$ cat config.mk
export PLATFORM = sky130hd
export DESIGN_NAME = i2c_cmd_ctrl
export DESIGN_NICKNAME = d
export VERILOG_FILES = /design/src/rtl/i2c_cmd_pkg.sv /design/src/rtl/i2c_rst_sync.sv /design/src/rtl/i2c_ctrl_regs.sv /design/src/rtl/i2c_flag_track.sv /design/src/rtl/i2c_cmd_decode.sv /design/src/rtl/i2c_cmd_ctrl.sv
export SDC_FILE = /design/constraint.sdc
export NUM_CORES = 1
export LEC_CHECK = 0
export BUFFER_PORTS_ARGS = -buffer_cell sky130_fd_sc_hd__buf_4
export CAP_MARGIN = 30
export CORE_MARGIN = 1.5
export CORE_UTILIZATION = 35
export CTS_CLUSTER_DIAMETER = 120
export DETAILED_ROUTE_END_ITERATION = 8
export PLACE_DENSITY = 0.72
export SLEW_MARGIN = 30
export SYNTH_ARGS = -nofsm -noshare
export SYNTH_HDL_FRONTEND = slang
export SYNTH_SLANG_ARGS = --single-unit
export TNS_END_PERCENT = 50
$ cat constraint.sdc
create_clock -name clk -period 0.8 [get_ports clk]
set_input_delay 0.08 -clock clk [delete_from_list [all_inputs] [get_ports clk]]
set_output_delay 0.08 -clock clk [all_outputs]
set_load 0.01 [all_outputs]
$ cat src/rtl/i2c_cmd_pkg.sv
package i2c_cmd_pkg;
  typedef enum logic [1:0] {
    CMD_NONE   = 2'b00,
    CMD_RSTART = 2'b01,
    CMD_RDNEXT = 2'b10,
    CMD_STOP   = 2'b11
  } cmd_e;

  typedef struct packed {
    logic ack;
    logic nack;
    logic rstart;
    logic rdnext;
    logic stop;
  } bus_req_t;

  localparam int CTRL_SMART_BIT = 0;
  localparam int CTRL_CMD_LSB   = 1;
  localparam int CTRL_ACK_BIT   = 3;
  localparam int CTRL_W         = 4;
endpackage

$ cat src/rtl/i2c_rst_sync.sv
module i2c_rst_sync #(
  parameter int STAGES = 2
) (
  input  logic clk,
  input  logic rst_n,
  output logic rst_sync_n
);
  logic [STAGES-1:0] sh_q;
  logic [STAGES-1:0] sh_d;

  always_comb sh_d = {sh_q[STAGES-2:0], 1'b1};

  always_ff @(posedge clk or negedge rst_n) begin
    if (!rst_n) sh_q <= '0;
    else        sh_q <= sh_d;
  end

  assign rst_sync_n = sh_q[STAGES-1];
endmodule

$ cat src/rtl/i2c_ctrl_regs.sv
module i2c_ctrl_regs (
  input  logic clk,
  input  logic rst_n,
  input  logic wr_en,
  input  logic wr_ack,
  input  logic wr_smart,
  output logic ack_q,
  output logic smart_q,
  output logic ack_eff
);
  logic ack_d;
  logic smart_d;

  always_comb begin
    ack_d   = ack_q;
    smart_d = smart_q;
    if (wr_en) begin
      ack_d   = wr_ack;
      smart_d = wr_smart;
    end
  end

  // the value written in this access is the one a same-access command uses
  assign ack_eff = ack_d;

  always_ff @(posedge clk or negedge rst_n) begin
    if (!rst_n) begin
      ack_q   <= 1'b0;
      smart_q <= 1'b0;
    end else if (wr_en) begin
      ack_q   <= ack_d;
      smart_q <= smart_d;
    end
  end

  AST_ACK_WRITE_LANDS: assert property (@(posedge clk) disable iff (!rst_n)
    wr_en |=> (ack_q == $past(wr_ack)) && (smart_q == $past(wr_smart)));
endmodule

$ cat src/rtl/i2c_flag_track.sv
module i2c_flag_track (
  input  logic clk,
  input  logic rst_n,
  input  logic mb_set,
  input  logic sb_set,
  input  logic consume,
  output logic mb_q,
  output logic sb_q,
  output logic any_flag
);
  logic mb_d;
  logic sb_d;

  // a set event in the consuming cycle wins
  always_comb begin
    mb_d = mb_set | (mb_q & ~consume);
    sb_d = sb_set | (sb_q & ~consume);
  end

  always_ff @(posedge clk or negedge rst_n) begin
    if (!rst_n) begin
      mb_q <= 1'b0;
      sb_q <= 1'b0;
    end else begin
      mb_q <= mb_d;
      sb_q <= sb_d;
    end
  end

  assign any_flag = mb_q | sb_q;

  AST_CONSUME_CLEARS: assert property (@(posedge clk) disable iff (!rst_n)
    (consume && !mb_set && !sb_set) |=> (!mb_q && !sb_q));
  AST_SET_WINS: assert property (@(posedge clk) disable iff (!rst_n)
    mb_set |=> mb_q);
endmodule

$ cat src/rtl/i2c_cmd_decode.sv
module i2c_cmd_decode
  import i2c_cmd_pkg::*;
(
  input  logic     wr_en,
  input  logic [1:0] wr_cmd,
  input  logic     data_rd,
  input  logic     smart_q,
  input  logic     mode_rd,
  input  logic     any_flag,
  input  logic     ack_eff,
  output bus_req_t req_d,
  output logic     consume
);
  cmd_e cmd;
  logic cmd_ok;
  logic smart_ok;
  logic give_ack;

  always_comb begin
    cmd      = cmd_e'(wr_cmd);
    cmd_ok   = wr_en && (cmd != CMD_NONE) && any_flag
               && !((cmd == CMD_RDNEXT) && !mode_rd);
    smart_ok = !cmd_ok && data_rd && smart_q && mode_rd && any_flag;
    give_ack = (cmd_ok && mode_rd) || smart_ok;

    req_d        = '0;
    req_d.ack    = give_ack && !ack_eff;
    req_d.nack   = give_ack &&  ack_eff;
    req_d.rstart = cmd_ok && (cmd == CMD_RSTART);
    req_d.rdnext = (cmd_ok && (cmd == CMD_RDNEXT)) || smart_ok;
    req_d.stop   = cmd_ok && (cmd == CMD_STOP);
    consume      = cmd_ok || smart_ok;
  end
endmodule

$ cat src/rtl/i2c_cmd_ctrl.sv
module i2c_cmd_ctrl
  import i2c_cmd_pkg::*;
#(
  parameter int DATA_W    = 8,
  parameter int RS_STAGES = 2
) (
  input  logic              clk,
  input  logic              rst_n,
  input  logic              wr_en,
  input  logic              wr_ack_act,
  input  logic [1:0]        wr_cmd,
  input  logic              wr_smart_en,
  input  logic              rd_en,
  input  logic              rd_sel,
  output logic [DATA_W-1:0] rd_data,
  input  logic [DATA_W-1:0] rx_byte,
  input  logic              mb_set,
  input  logic              sb_set,
  input  logic              mode_load,
  input  logic              mode_is_read,
  output logic              mb_pend,
  output logic              sb_pend,
  output logic              rd_mode,
  output logic              req_ack,
  output logic              req_nack,
  output logic              req_rstart,
  output logic              req_rdnext,
  output logic              req_stop
);
  localparam int PAD_W = DATA_W - CTRL_W;

  logic     rst_q_n;
  logic     ack_q, smart_q, ack_eff;
  logic     any_flag, consume;
  logic     mode_q, mode_d;
  bus_req_t req_d, req_q;
  logic [CTRL_W-1:0] ctrl_word;

  i2c_rst_sync #(.STAGES(RS_STAGES)) u_rst (
    .clk(clk), .rst_n(rst_n), .rst_sync_n(rst_q_n)
  );

  i2c_ctrl_regs u_regs (
    .clk(clk), .rst_n(rst_q_n), .wr_en(wr_en), .wr_ack(wr_ack_act),
    .wr_smart(wr_smart_en), .ack_q(ack_q), .smart_q(smart_q), .ack_eff(ack_eff)
  );

  i2c_flag_track u_flags (
    .clk(clk), .rst_n(rst_q_n), .mb_set(mb_set), .sb_set(sb_set),
    .consume(consume), .mb_q(mb_pend), .sb_q(sb_pend), .any_flag(any_flag)
  );

  i2c_cmd_decode u_dec (
    .wr_en(wr_en), .wr_cmd(wr_cmd), .data_rd(rd_en && rd_sel),
    .smart_q(smart_q), .mode_rd(mode_q), .any_flag(any_flag),
    .ack_eff(ack_eff), .req_d(req_d), .consume(consume)
  );

  always_comb mode_d = mode_load ? mode_is_read : mode_q;

  always_ff @(posedge clk or negedge rst_q_n) begin
    if (!rst_q_n) begin
      mode_q <= 1'b0;
      req_q  <= '0;
    end else begin
      mode_q <= mode_d;
      req_q  <= req_d;
    end
  end

  // command bits are strobes and read as zero
  always_comb begin
    ctrl_word                 = '0;
    ctrl_word[CTRL_ACK_BIT]   = ack_q;
    ctrl_word[CTRL_SMART_BIT] = smart_q;
    ctrl_word[CTRL_CMD_LSB+:2] = 2'b00;
  end

  generate
    if (PAD_W > 0) begin : g_pad
      assign rd_data = rd_sel ? rx_byte : {{PAD_W{1'b0}}, ctrl_word};
    end else begin : g_nopad
      assign rd_data = rd_sel ? rx_byte : ctrl_word[DATA_W-1:0];
    end
  endgenerate

  assign rd_mode    = mode_q;
  assign req_ack    = req_q.ack;
  assign req_nack   = req_q.nack;
  assign req_rstart = req_q.rstart;
  assign req_rdnext = req_q.rdnext;
  assign req_stop   = req_q.stop;

  AST_ACK_NACK_EXCL: assert property (@(posedge clk) disable iff (!rst_q_n)
    !(req_ack && req_nack));
  AST_ONE_BUS_ACTION: assert property (@(posedge clk) disable iff (!rst_q_n)
    $onehot0({req_rstart, req_rdnext, req_stop}));
  AST_NO_FLAG_NO_REQ: assert property (@(posedge clk) disable iff (!rst_q_n)
    !$past(any_flag) |-> !(req_ack || req_nack || req_rstart || req_rdnext || req_stop));
  AST_ACK_READ_ONLY: assert property (@(posedge clk) disable iff (!rst_q_n)
    (req_ack || req_nack) |-> $past(mode_q));
  AST_MODE_LOAD: assert property (@(posedge clk) disable iff (!rst_q_n)
    mode_load |=> (rd_mode == $past(mode_is_read)));
endmodule

; Word-level counts from Yosys, hierarchy flattened
; Cells that the tools add are included.
[classes]
bitwise = 6
eq_ne = 3
n_reduce_logical = 23
n_mux = 2
[ops]
columns = op, count
row1 = 1-bit logical AND, 15
row2 = 8-bit two-way mux, 1
row3 = 2-bit == test (second input constant), 2
row4 = 1-bit zero test, 4
row5 = 1-bit logical OR, 3
row6 = 1-bit OR, 3
row7 = 1-bit bitwise AND, 2
row8 = 2-bit by 1-bit == test with 1-bit output (second input constant), 1
row9 = 2-bit nonzero test, 1
row10 = 1-bit two-way mux, 1
row11 = 1-bit inverter, 1
[totals]
input_bits = 21
elab_cells = 45
output_inout_bits = 16
reg_bits = 12

; Logic depth before layout (Yosys ltp)
; Gate-level depths: netlist of run 1.
[logic_depth]
ltp_word = 13
ltp_mapped = 4
ltp_nobuf = 3

; Modules after synthesis
; A second synthesis of run 1 with hierarchy kept.
[hier_totals]
cells_unflattened = 43
hier_area_um2 = 520.5
[modules_own_cells]
columns = module, seq_area_each_um2, area_each_um2, n_inst, cells_each
row1 = i2c_cmd_ctrl, 150.1, 236.5, 1, 16
row2 = i2c_ctrl_regs, 50.0, 83.8, 1, 5
row3 = i2c_flag_track, 50.0, 75.1, 1, 6
row4 = i2c_cmd_decode, 0.0, 71.3, 1, 13
row5 = i2c_rst_sync, 50.0, 53.8, 1, 3

; Worst setup path after synthesis of run 1
; OpenSTA, ideal clock, no wires.
[synth_timing]
path_kind = register to register
startpoint = reg mode_q (netlist: rd_mode)
endpoint = reg u_flags.mb_q
slack_ps = -141
n_path_buf = 0
arrival_time_ps = 821
t_required_ps = 680
setup_ps = 120
path_stages_with_launch = 4
synth_period_minus_slack_ps = 941
cell_sequence = dfrtp_1 > a21o_1 > nand2_1 > a31o_1
[synth_between]
elab_chain_cells = 13
[synth_lines]
columns = element, line_no
row1 = start: declaration, i2c_cmd_ctrl.sv:35  ; logic mode_q, mode_d;
row2 = start signal: assignment, i2c_cmd_ctrl.sv:66  ; mode_q <= mode_d;
row3 = 1-bit zero test, i2c_cmd_decode.sv:22  ; && !((cmd == CMD_RDNEXT) && !mode_rd);
row4 = 1-bit logical AND, i2c_cmd_decode.sv:22
row5 = 1-bit zero test, i2c_cmd_decode.sv:22
row6 = 1-bit logical AND, i2c_cmd_decode.sv:22
row7 = 1-bit zero test, i2c_cmd_decode.sv:23  ; smart_ok = !cmd_ok && data_rd && smart_q && mode_rd && any_flag;
row8 = 1-bit logical AND (4 in series), i2c_cmd_decode.sv:23
row9 = 1-bit logical OR (*), i2c_cmd_decode.sv:32  ; consume = cmd_ok || smart_ok;
row10 = 1-bit inverter (*), i2c_flag_track.sv:16  ; mb_d = mb_set | (mb_q & ~consume);
row11 = 1-bit bitwise AND (*), i2c_flag_track.sv:16
row12 = 1-bit OR (*), i2c_flag_track.sv:16
row13 = net u_flags.mb_d, i2c_flag_track.sv:11  ; logic mb_d;
row14 = end signal: assignment, i2c_flag_track.sv:25  ; mb_q <= mb_d;
row15 = end: declaration, i2c_flag_track.sv:7  ; output logic mb_q,
; The timed path passes the listed nets; every way through them passes the cells marked *.
; A chain may end at the register's enable or synchronous reset.

; Worst setup path after layout of run 1
[layout_timing]
startpoint = reg u_regs.ack_q
endpoint = out rd_data[3]
[layout_between]
elab_chain_cells = 1
[layout_lines]
columns = element, line_no
row1 = start: declaration, i2c_ctrl_regs.sv:7  ; output logic ack_q,
row2 = start signal: assignment, i2c_ctrl_regs.sv:31  ; ack_q <= ack_d;
row3 = 8-bit two-way mux, i2c_cmd_ctrl.sv:81  ; assign rd_data = rd_sel ? rx_byte : {{PAD_W{1'b0}}, ctrl_word};
row4 = end: declaration, i2c_cmd_ctrl.sv:15  ; output logic [DATA_W-1:0] rd_data,
; No other way between the ends.

==> flow_summary.toml, run 1 <==
[outcome]
outcome = "finished, violations left"
violations = "setup timing"

[power]
p_int_uw = 1140
power.density_nw_per_um2 = 1490
seqPwrFrac = 0.450
irDropWorstVdd_mv = 1.11
p_switching_uw = 398
pwr-share-comb = 0.295
leakagePower_uw = 0.000519
power_uw = 1540
clock_power_share = 0.254
swShare = 0.258

[final_layout]
area.growth.synth_to_final_pct = 92.8
multiInputGateArea_um2 = 235
regArea_um2 = 302
drive_gt1_frac = 0.608
nets = 119
num_antenna_cells = 0
nFillCells = 107

[placed_design]
globalplace.congestion = 0.774
dp_hpwl_um = 968
portBuffers = 36

[route]
ant_nets = 0
firstDrtPassIters = 4
drt-vias-per-instance = 4.81
drt-initial-drc-count = 10
drt_wl_total_um = 1430
drc = 0
dr_total_vias = 539
post_drt_wl_per_cell_um = 12.8

[synthesis]
yosysWarnings = 0
synthXorXnorAreaFrac = 0
synth_top_family_by_area = "simple AND/OR/NAND/NOR gates"
synthCells = 45
synth_compound_area_frac = 0.117
synthesis.nets = 66
syn_area_per_cell_um2 = 11.9
synthDistinctLibCells = 19
synthAdderAreaFrac = 0
synth_mux_area_frac = 0.103
synth_seq_area_share = 0.559
synth_area_um2 = 537
synth-simple-area-share = 0.166
ys_ff_latch = 12

[worst_hold_path]
holdPathEnd = "req_rdnext$_DFF_PN0_"
min_from = "wr_cmd[0]"
hold_path.class = "in -> reg"
min_path_cells = 2

[timing]
holdWs_ps = 15.6
finalHoldViolations = 0
period_share = 1.40
tns_ps = -2750
max_freq_ghz = 0.891
rsz0062_at_grt = "true"
fin_skew_ps = 4.14
post-route-min-period_ps = 1120
worst_slack_ps = -322
finalSetupViolCount = 20
drv_slew = 0

[worst_setup_path]
crit_type = "reg -> out"
crit_path_end_kind = "primary output"
timing.rr.end = "req_nack$_DFF_PN0_"
reg2reg_depth = 4
critPathMaxFanout = 2
cp.required_ps = 720
crit_path_start_kind = "flip-flop"
reg2reg_from = "u_regs.ack_q$_DFFE_PN0P_"
regToRegSetupSlack_ps = -180
arrival_ps = 1040

[die]
core_um2 = 1370
rows = 13
initial_core_util = 0.393
io_pins = 37
die_x_um = 42.2
dieArea_um2 = 1780
die_h_um = 42.2

[grt]
antenna_found_initial = 0
grt_max_degree = 11
grt.total_usage = 0.174
grtUsageMet2 = 0.311
grt_pass1_vias = 550
busiest_layer = "met2"
grt_util_met3 = 0.0733
grt_util_met1 = 0.165
gr-total-overflow = 0
grt_first_pass_wirelength_um = 2300

[cts]
h-tree-depth = 1
cts_tree = "built"
numCtsBuffers = 3
cts_sinks = 12
cts_buffer_depth = 2
insertion_delay_ps = 270
cts-root-buf = "clkbuf_4"
path_clk_slew_ps = 70

[flow_run]
drv_cap = 0
[worst max path at each step]
stage / start / endpoint / cells after the start
after floorplan: rd_mode$_DFFE_PN0P_ / u_flags.mb_q$_DFF_PN0_ / 3
after global placement: rd_mode$_DFFE_PN0P_ / u_flags.sb_q$_DFF_PN0_ / 2
after detailed placement: rd_mode$_DFFE_PN0P_ / u_flags.sb_q$_DFF_PN0_ / 2
after CTS: u_regs.ack_q$_DFFE_PN0P_ / rd_data[3] / 2
after global routing: u_regs.ack_q$_DFFE_PN0P_ / rd_data[3] / 2
final: u_regs.ack_q$_DFFE_PN0P_ / rd_data[3] / 2
[final cells by class]
cell class,instances,area share
repair buffers,50,0.430
flip-flops and latches,12,0.291
multi-input cells,29,0.227
clock buffers,4,0.0254
well taps,15,0.0181
inverters,2,0.00726
[sequential cells by signal, indices dropped and copies added, names as in the netlist]
register        flops
u_regs.ack_q        1
req_ack             1
u_regs.smart_q      1
u_rst.sh_q          2
rd_mode             1
u_flags.sb_q        1
req_rdnext          1
req_rstart          1
req_stop            1
req_nack            1
u_flags.mb_q        1
[cells in the final DEF, fill, tap and decap left out, drive strengths merged, types with 2 or more instances in the layout]
| cell type | n |
|---|---|
| dfrtp | 12 |
| o21ai | 2 |
| a31o | 2 |
| nand3 | 2 |
| dlygate4sd3 | 4 |
| buf | 46 |
| inv | 2 |
| mux2 | 4 |
| clkbuf | 4 |
| nor2 | 3 |
| and2 | 8 |
[Yosys cell counts]
cell type / instances / area [µm²]
nor2_1: 3 / 11.3
dfrtp_1: 12 / 300
a21oi_1: 1 / 5.00
nand4_2: 1 / 12.5
and2_1: 7 / 43.8
a31o_1: 2 / 17.5
o21ai_0: 2 / 10.0
o211ai_1: 1 / 7.51
a221oi_2: 1 / 15.0
buf_6: 1 / 11.3
inv_1: 2 / 7.51
buf_4: 1 / 7.51
nand3_1: 2 / 10.0
mux2_2: 4 / 45.0
nand2_1: 1 / 3.75
and2_2: 1 / 7.51
a21o_1: 1 / 7.51
conb_1: 1 / 3.75
mux2i_1: 1 / 10.0
[layer usage]
layer  routed length [µm]  up-vias
met2                  708       33
met3                  177        5
li1                     -      258
met4                   29        0
met5                    0        -
met1                  514      243
[worst max-delay path, stage by stage (launching register included)]
cell and delay [ps]:
dfrtp_1 380, mux2_4 270, buf_6 120
[stage by stage]
step / area (µm²) / cells / setup slack, ps / utilization
final: 1030 / 112 / -322 / 0.757
after global routing: 1030 / 112 / -353 / 0.757
after CTS: 1010 / 110 / -337 / 0.741
after detailed placement: 832 / 97 / -109 / 0.609
after global placement: 832 / 97 / -86.5 / 0.609
after floorplan: 539 / 45 / -81.6 / -
[power groups by stage]
| stage | combinational, µW | clock, µW | sequential, µW |
|---|---|---|---|
| after CTS | 430 | 401 | 692 |
| final | 454 | 392 | 693 |
| after detailed placement | 318 | 0 | 702 |
| after floorplan | 115 | 0 | 711 |
| after global routing | 488 | 424 | 699 |
| after global placement | 314 | 0 | 699 |
[kinds of logic (layout without fill, tap and decap cells)]
family          count (synthesis)  after routing
compound gates                  8              8
buf+inv                         4             56
flops                          12             12
mux                             5              5
other cells                     1              1
simple gates                   15             15
[what timing repair did]
action	CTS	global route
hold endpoints to repair	5	0
resized for setup	19	2
endpoints found under the setup margin	19	19
hold buffers	4	0
setup buffers	5	2
pin swaps	4	4
(Power assumes the default switching activity.)
==> inputs of run 2 (changes only) <==
--- a/config.mk
+++ b/config.mk
@@ -8,10 +8,11 @@
 export BUFFER_PORTS_ARGS = -buffer_cell sky130_fd_sc_hd__buf_4
 export CAP_MARGIN = 30
 export CORE_MARGIN = 1.5
-export CORE_UTILIZATION = 35
+export CORE_UTILIZATION = 41
 export CTS_CLUSTER_DIAMETER = 120
 export DETAILED_ROUTE_END_ITERATION = 8
-export PLACE_DENSITY = 0.72
+export PLACE_DENSITY = 0.8
+export SKIP_CTS_REPAIR_TIMING = 1
 export SLEW_MARGIN = 30
 export SYNTH_ARGS = -nofsm -noshare
 export SYNTH_HDL_FRONTEND = slang
==> constraint.sdc (replaced) <==
create_clock -name clk -period 1.35 [get_ports clk]
set_input_delay 0.135 -clock clk [delete_from_list [all_inputs] [get_ports clk]]
set_output_delay 0.135 -clock clk [all_outputs]
set_load 0.01 [all_outputs]
==> run 2 against run 1 <==
Compared with the run above: the flow now finishes without violations; largest cell class is now sequential cells; clock-buffer cell count unchanged; critical path depth unchanged; largest power group unchanged; clock skew decreased by 3.3 ps; flip-flop and latch count unchanged; critical path type unchanged; critical endpoint is now rd_data[0]; final cell count decreased by 13%; worst setup slack improved by 430 ps; sequential share of layout area increased by 6.1 points; highest routed layer unchanged; first-iteration DRC count decreased by 60%; worst hold slack improved by 25 ps.
==> flow_summary.toml, run 2 (same netlist as run 1, synthesis figures left out) <==
[route]
ant_nets = 0
drt_wl_total_um = 1170
post_drt_wl_per_cell_um = 11.9
firstDrtPassIters = 4
drc = 0
drt-initial-drc-count = 4
drt-vias-per-instance = 4.95
dr_total_vias = 485

[final_layout]
multiInputGateArea_um2 = 210
largest_reg_flops = 2
final_cells = 98
nets = 106
area.growth.synth_to_final_pct = 58.7
drive_gt1_frac = 0.560
most-common-layout-cells = "36 x buf_4, 12 x dfrtp_1, 7 x and2_1"
regArea_um2 = 300
largest_register = "u_rst.sh_q"
num_antenna_cells = 0
mostFrequentLayoutCell = "buf_4"
nFillCells = 88

[timing]
drv_slew = 0
rsz0062_at_grt = "false"
max_freq_ghz = 0.802
finalHoldViolations = 0
tns_ps = 0
period_share = 0.923
post-route-min-period_ps = 1250
finalSetupViolCount = 0
fin_skew_ps = 0.814

[die]
rows = 12
die_h_um = 39.2
core_um2 = 1160
initial_core_util = 0.464
die_x_um = 39.2
io_pins = 37
dieArea_um2 = 1540

[worst_setup_path]
arrival_ps = 1110
crit_path_end_kind = "primary output"
reg2reg_depth = 3
crit_path_start_kind = "flip-flop"
cp.required_ps = 1220
critPathMaxFanout = 4
crit_type = "reg -> out"

[power]
swShare = 0.242
clock_power_share = 0.327
p_switching_uw = 210
seqPwrFrac = 0.471
power.density_nw_per_um2 = 1020
p_int_uw = 658
leakagePower_uw = 0.000439
irDropWorstVdd_mv = 0.639
pwr-share-comb = 0.202

[grt]
grt_pass1_vias = 443
grt_max_degree = 11
antenna_found_initial = 0
grt_first_pass_wirelength_um = 1680
grt.total_usage = 0.178
gr-total-overflow = 0

[placed_design]
dp_cells = 93
portBuffers = 36
globalplace.congestion = 0.741

[cts]
cts_buffer_depth = 2
insertion_delay_ps = 280
path_clk_slew_ps = 70
cts_tree = "built"
numCtsBuffers = 3
cts-root-buf = "clkbuf_4"
h-tree-depth = 1
cts_sinks = 12

[worst_hold_path]
min_path_cells = 2
hold_path.class = "in -> reg"

[flow_run]
drv_cap = 0

[outcome]
outcome = "complete, no violations"
## run 2: worst paths after layout
check	from	end	slack, ps
setup / recovery	u_regs.smart_q$_DFFE_PN0P_	rd_data[0]	100
hold / removal	mb_set	u_flags.mb_q$_DFF_PN0_	40
setup reg to reg	rd_mode$_DFFE_PN0P_	u_flags.sb_q$_DFF_PN0_	390
hold reg to reg	u_rst.sh_q[1]$_DFF_PN0_	u_regs.ack_q$_DFFE_PN0P_	160
max in group asynchronous	u_rst.sh_q[1]$_DFF_PN0_	u_flags.mb_q$_DFF_PN0_	920
min in group asynchronous	u_rst.sh_q[1]$_DFF_PN0_	u_regs.ack_q$_DFFE_PN0P_	160
## run 2: metal layers
metal / share of wire / GRT usage / vias to the layer above
li1: - / - / 231
met1: 0.36 / 0.167 / 210
met2: 0.45 / 0.296 / 39
met3: 0.16 / 0.0636 / 5
met4: 0.035 / 0.164 / 0
met5: 0 / 0 / -
## run 2: power groups by stage
stage | Sequential [µW] | Combinational, µW | Clock [µW]
after floorplan | 421 | 66.3 | 0
after global placement | 415 | 170 | 0
after detailed placement | 417 | 174 | 0
after CTS | 410 | 175 | 290
after global routing | 414 | 190 | 301
final | 409 | 175 | 284
## run 2: final cells by class
type,count,share of cell area
timing repair buffer,37,0.329
sequential,12,0.352
clock buffer,4,0.0426
inverter,2,0.00881
tap,14,0.0206
multi-input combinational,29,0.247
## run 2: worst max-delay path, cell delays in order (launching register included)
cell,delay (ps)
dfrtp_1,420
mux2_2,280
buf_4,140
## run 2: per-stage QoR
| stage | setup WS, ps | utilization | total power, µW | hold WS, ps | area (µm²) |
|---|---|---|---|---|---|
| after global placement | 392 | 0.697 | 586 | -82.2 | 806 |
| final | 104 | 0.737 | 868 | 40.5 | 852 |
| after floorplan | 409 | - | 487 | -161 | 537 |
| after CTS | 95.7 | 0.728 | 875 | -384 | 842 |
| after global routing | 72.6 | 0.737 | 905 | 54.1 | 852 |
| after detailed placement | 396 | 0.697 | 590 | -81.0 | 806 |
==> inputs of run 3 (changes only) <==
==> constraint.sdc (replaced) <==
create_clock -name clk -period 1.35 [get_ports clk]
set_input_delay 0.135 -clock clk [delete_from_list [all_inputs] [get_ports clk]]
set_output_delay 0.135 -clock clk [all_outputs]
set_load 0.05 [all_outputs]
==> run 3 against run 2 <==
Compared with the run above: fmax fell by 3.1%; utilization stayed put; die area did not move; first-iteration DRC count rose to 2.8 times the previous value; sequential share of layout area did not move; cell area stayed put; critical path type unchanged; highest routed layer unchanged.
==> flow_summary.toml, run 3 (same netlist as run 1, synthesis figures left out) <==
[timing]
finalHoldViolations = 0
post-route-min-period_ps = 1290
fin_skew_ps = 5.54
finalSetupViolCount = 0
tns_ps = 0
worst_slack_ps = 64.4
max_freq_ghz = 0.778
drv_slew = 0
period_share = 0.952
rsz0062_at_grt = "false"

[grt]
antenna_found_initial = 0
grt_first_pass_wirelength_um = 1860
gr-total-overflow = 0
grt_max_degree = 11
grt.total_usage = 0.190
grt_pass1_vias = 471

[power]
irDropWorstVdd_mv = 0.770
power.density_nw_per_um2 = 1130
power_uw = 966
leakagePower_uw = 0.000439

[worst_hold_path]
holdPathEnd = "req_rstart$_DFF_PN0_"
min_path_cells = 2
min_from = "wr_cmd[1]"
hold_path.class = "in -> reg"

[cts]
path_clk_slew_ps = 70
cts_sinks = 12
h-tree-depth = 1
cts-root-buf = "clkbuf_4"
cts_buffer_depth = 2
numCtsBuffers = 3
cts_tree = "built"
insertion_delay_ps = 270

[worst_setup_path]
crit_slowest_cell = "dfrtp_1"
crit_path_end_kind = "primary output"
cp.required_ps = 1220
reg2reg_depth = 2
reg2reg_from = "rd_mode$_DFFE_PN0P_"
critPathMaxFanout = 4
crit_type = "reg -> out"
path_depth = 2
crit_chain = "mux2_2 > buf_4"
arrival_ps = 1150
crit_path_start_kind = "flip-flop"
cp_num_buf_inv = 1
slowest_delay_ps = 420
timing.rr.end = "req_rdnext$_DFF_PN0_"
cp_top_family = "flip-flops"
regToRegSetupSlack_ps = 330

[placed_design]
portBuffers = 36
dp_hpwl_um = 961
dp_slack_ps = 353
globalplace.congestion = 0.807

[route]
drt-initial-drc-count = 11
dr_total_vias = 489
drt-vias-per-instance = 4.99
drc = 0
post_drt_wl_per_cell_um = 12.8
firstDrtPassIters = 4
ant_nets = 0
drt_wl_total_um = 1250

[final_layout]
nets = 106
mostFrequentLayoutCell = "buf_4"
most-common-layout-cells = "36 x buf_4, 12 x dfrtp_1, 7 x and2_1"
area.growth.synth_to_final_pct = 58.7
largest_reg_flops = 2
num_antenna_cells = 0
largest_register = "u_rst.sh_q"
drive_gt1_frac = 0.560

[die]
dieArea_um2 = 1540
initial_core_util = 0.464
die_h_um = 39.2
rows = 12
core_um2 = 1160
io_pins = 37
die_x_um = 39.2

[flow_run]
drv_cap = 0

[outcome]
outcome = "complete, no violations"
[run 3: cell counts in the layout (fill, tap and decap cells not counted)]
Identical to the previous run, type by type.
[run 3: metal layers]
layer,GRT usage,part of all wire,vias to the layer above
li1,-,-,232
met1,0.170,0.37,218
met2,0.371,0.50,35
met3,0.0520,0.12,4
met4,0.103,0.014,0
met5,0,0,-
[run 3: final cells by class]
cell class              count  area (µm²)
multi-input cells          29         210
inverters                   2        7.51
fillers                    82         304
repair buffers             37         280
flip-flops and latches     12         300
well taps                  14        17.5
clock buffers               4        36.3
[run 3: through the flow]
| stage | std cells | hold WS (ps) | util | instance area, µm² |
|---|---|---|---|---|
| 2_1_floorplan | 45 | -161 | - | 537 |
| 3_3_place_gp | 93 | -81.9 | 0.697 | 806 |
| 3_5_place_dp | 93 | -82.2 | 0.697 | 806 |
| 4_1_cts | 97 | -374 | 0.728 | 842 |
| 5_1_grt | 98 | 50.2 | 0.737 | 852 |
| 6_report | 98 | 55.5 | 0.737 | 852 |
[run 3: power by group]
group / switching [µW] / total (µW) / internal, µW
sequential: 25.1 / 410 / 385
combinational: 168 / 280 / 111
clock: 113 / 277 / 164
[run 3: worst reg2reg max path: cells and delay by family (launching register included)]
| kind | cells | cell delay (ps) |
|---|---|---|
| compound gates | 1 | 290 |
| flops | 1 | 450 |
| simple gates | 1 | 170 |
[run 3: how the worst max path moves through the flow]
stage | startpoint | endpoint | slack [ps]
after floorplan | rd_mode$_DFFE_PN0P_ | u_flags.mb_q$_DFF_PN0_ | 130
after global placement | u_regs.smart_q$_DFFE_PN0P_ | rd_data[0] | 370
after detailed placement | rd_mode$_DFFE_PN0P_ | req_rdnext$_DFF_PN0_ | 350
after CTS | u_regs.smart_q$_DFFE_PN0P_ | rd_data[0] | 60
after global routing | u_regs.smart_q$_DFFE_PN0P_ | rd_data[0] | 40
final | u_regs.smart_q$_DFFE_PN0P_ | rd_data[0] | 60
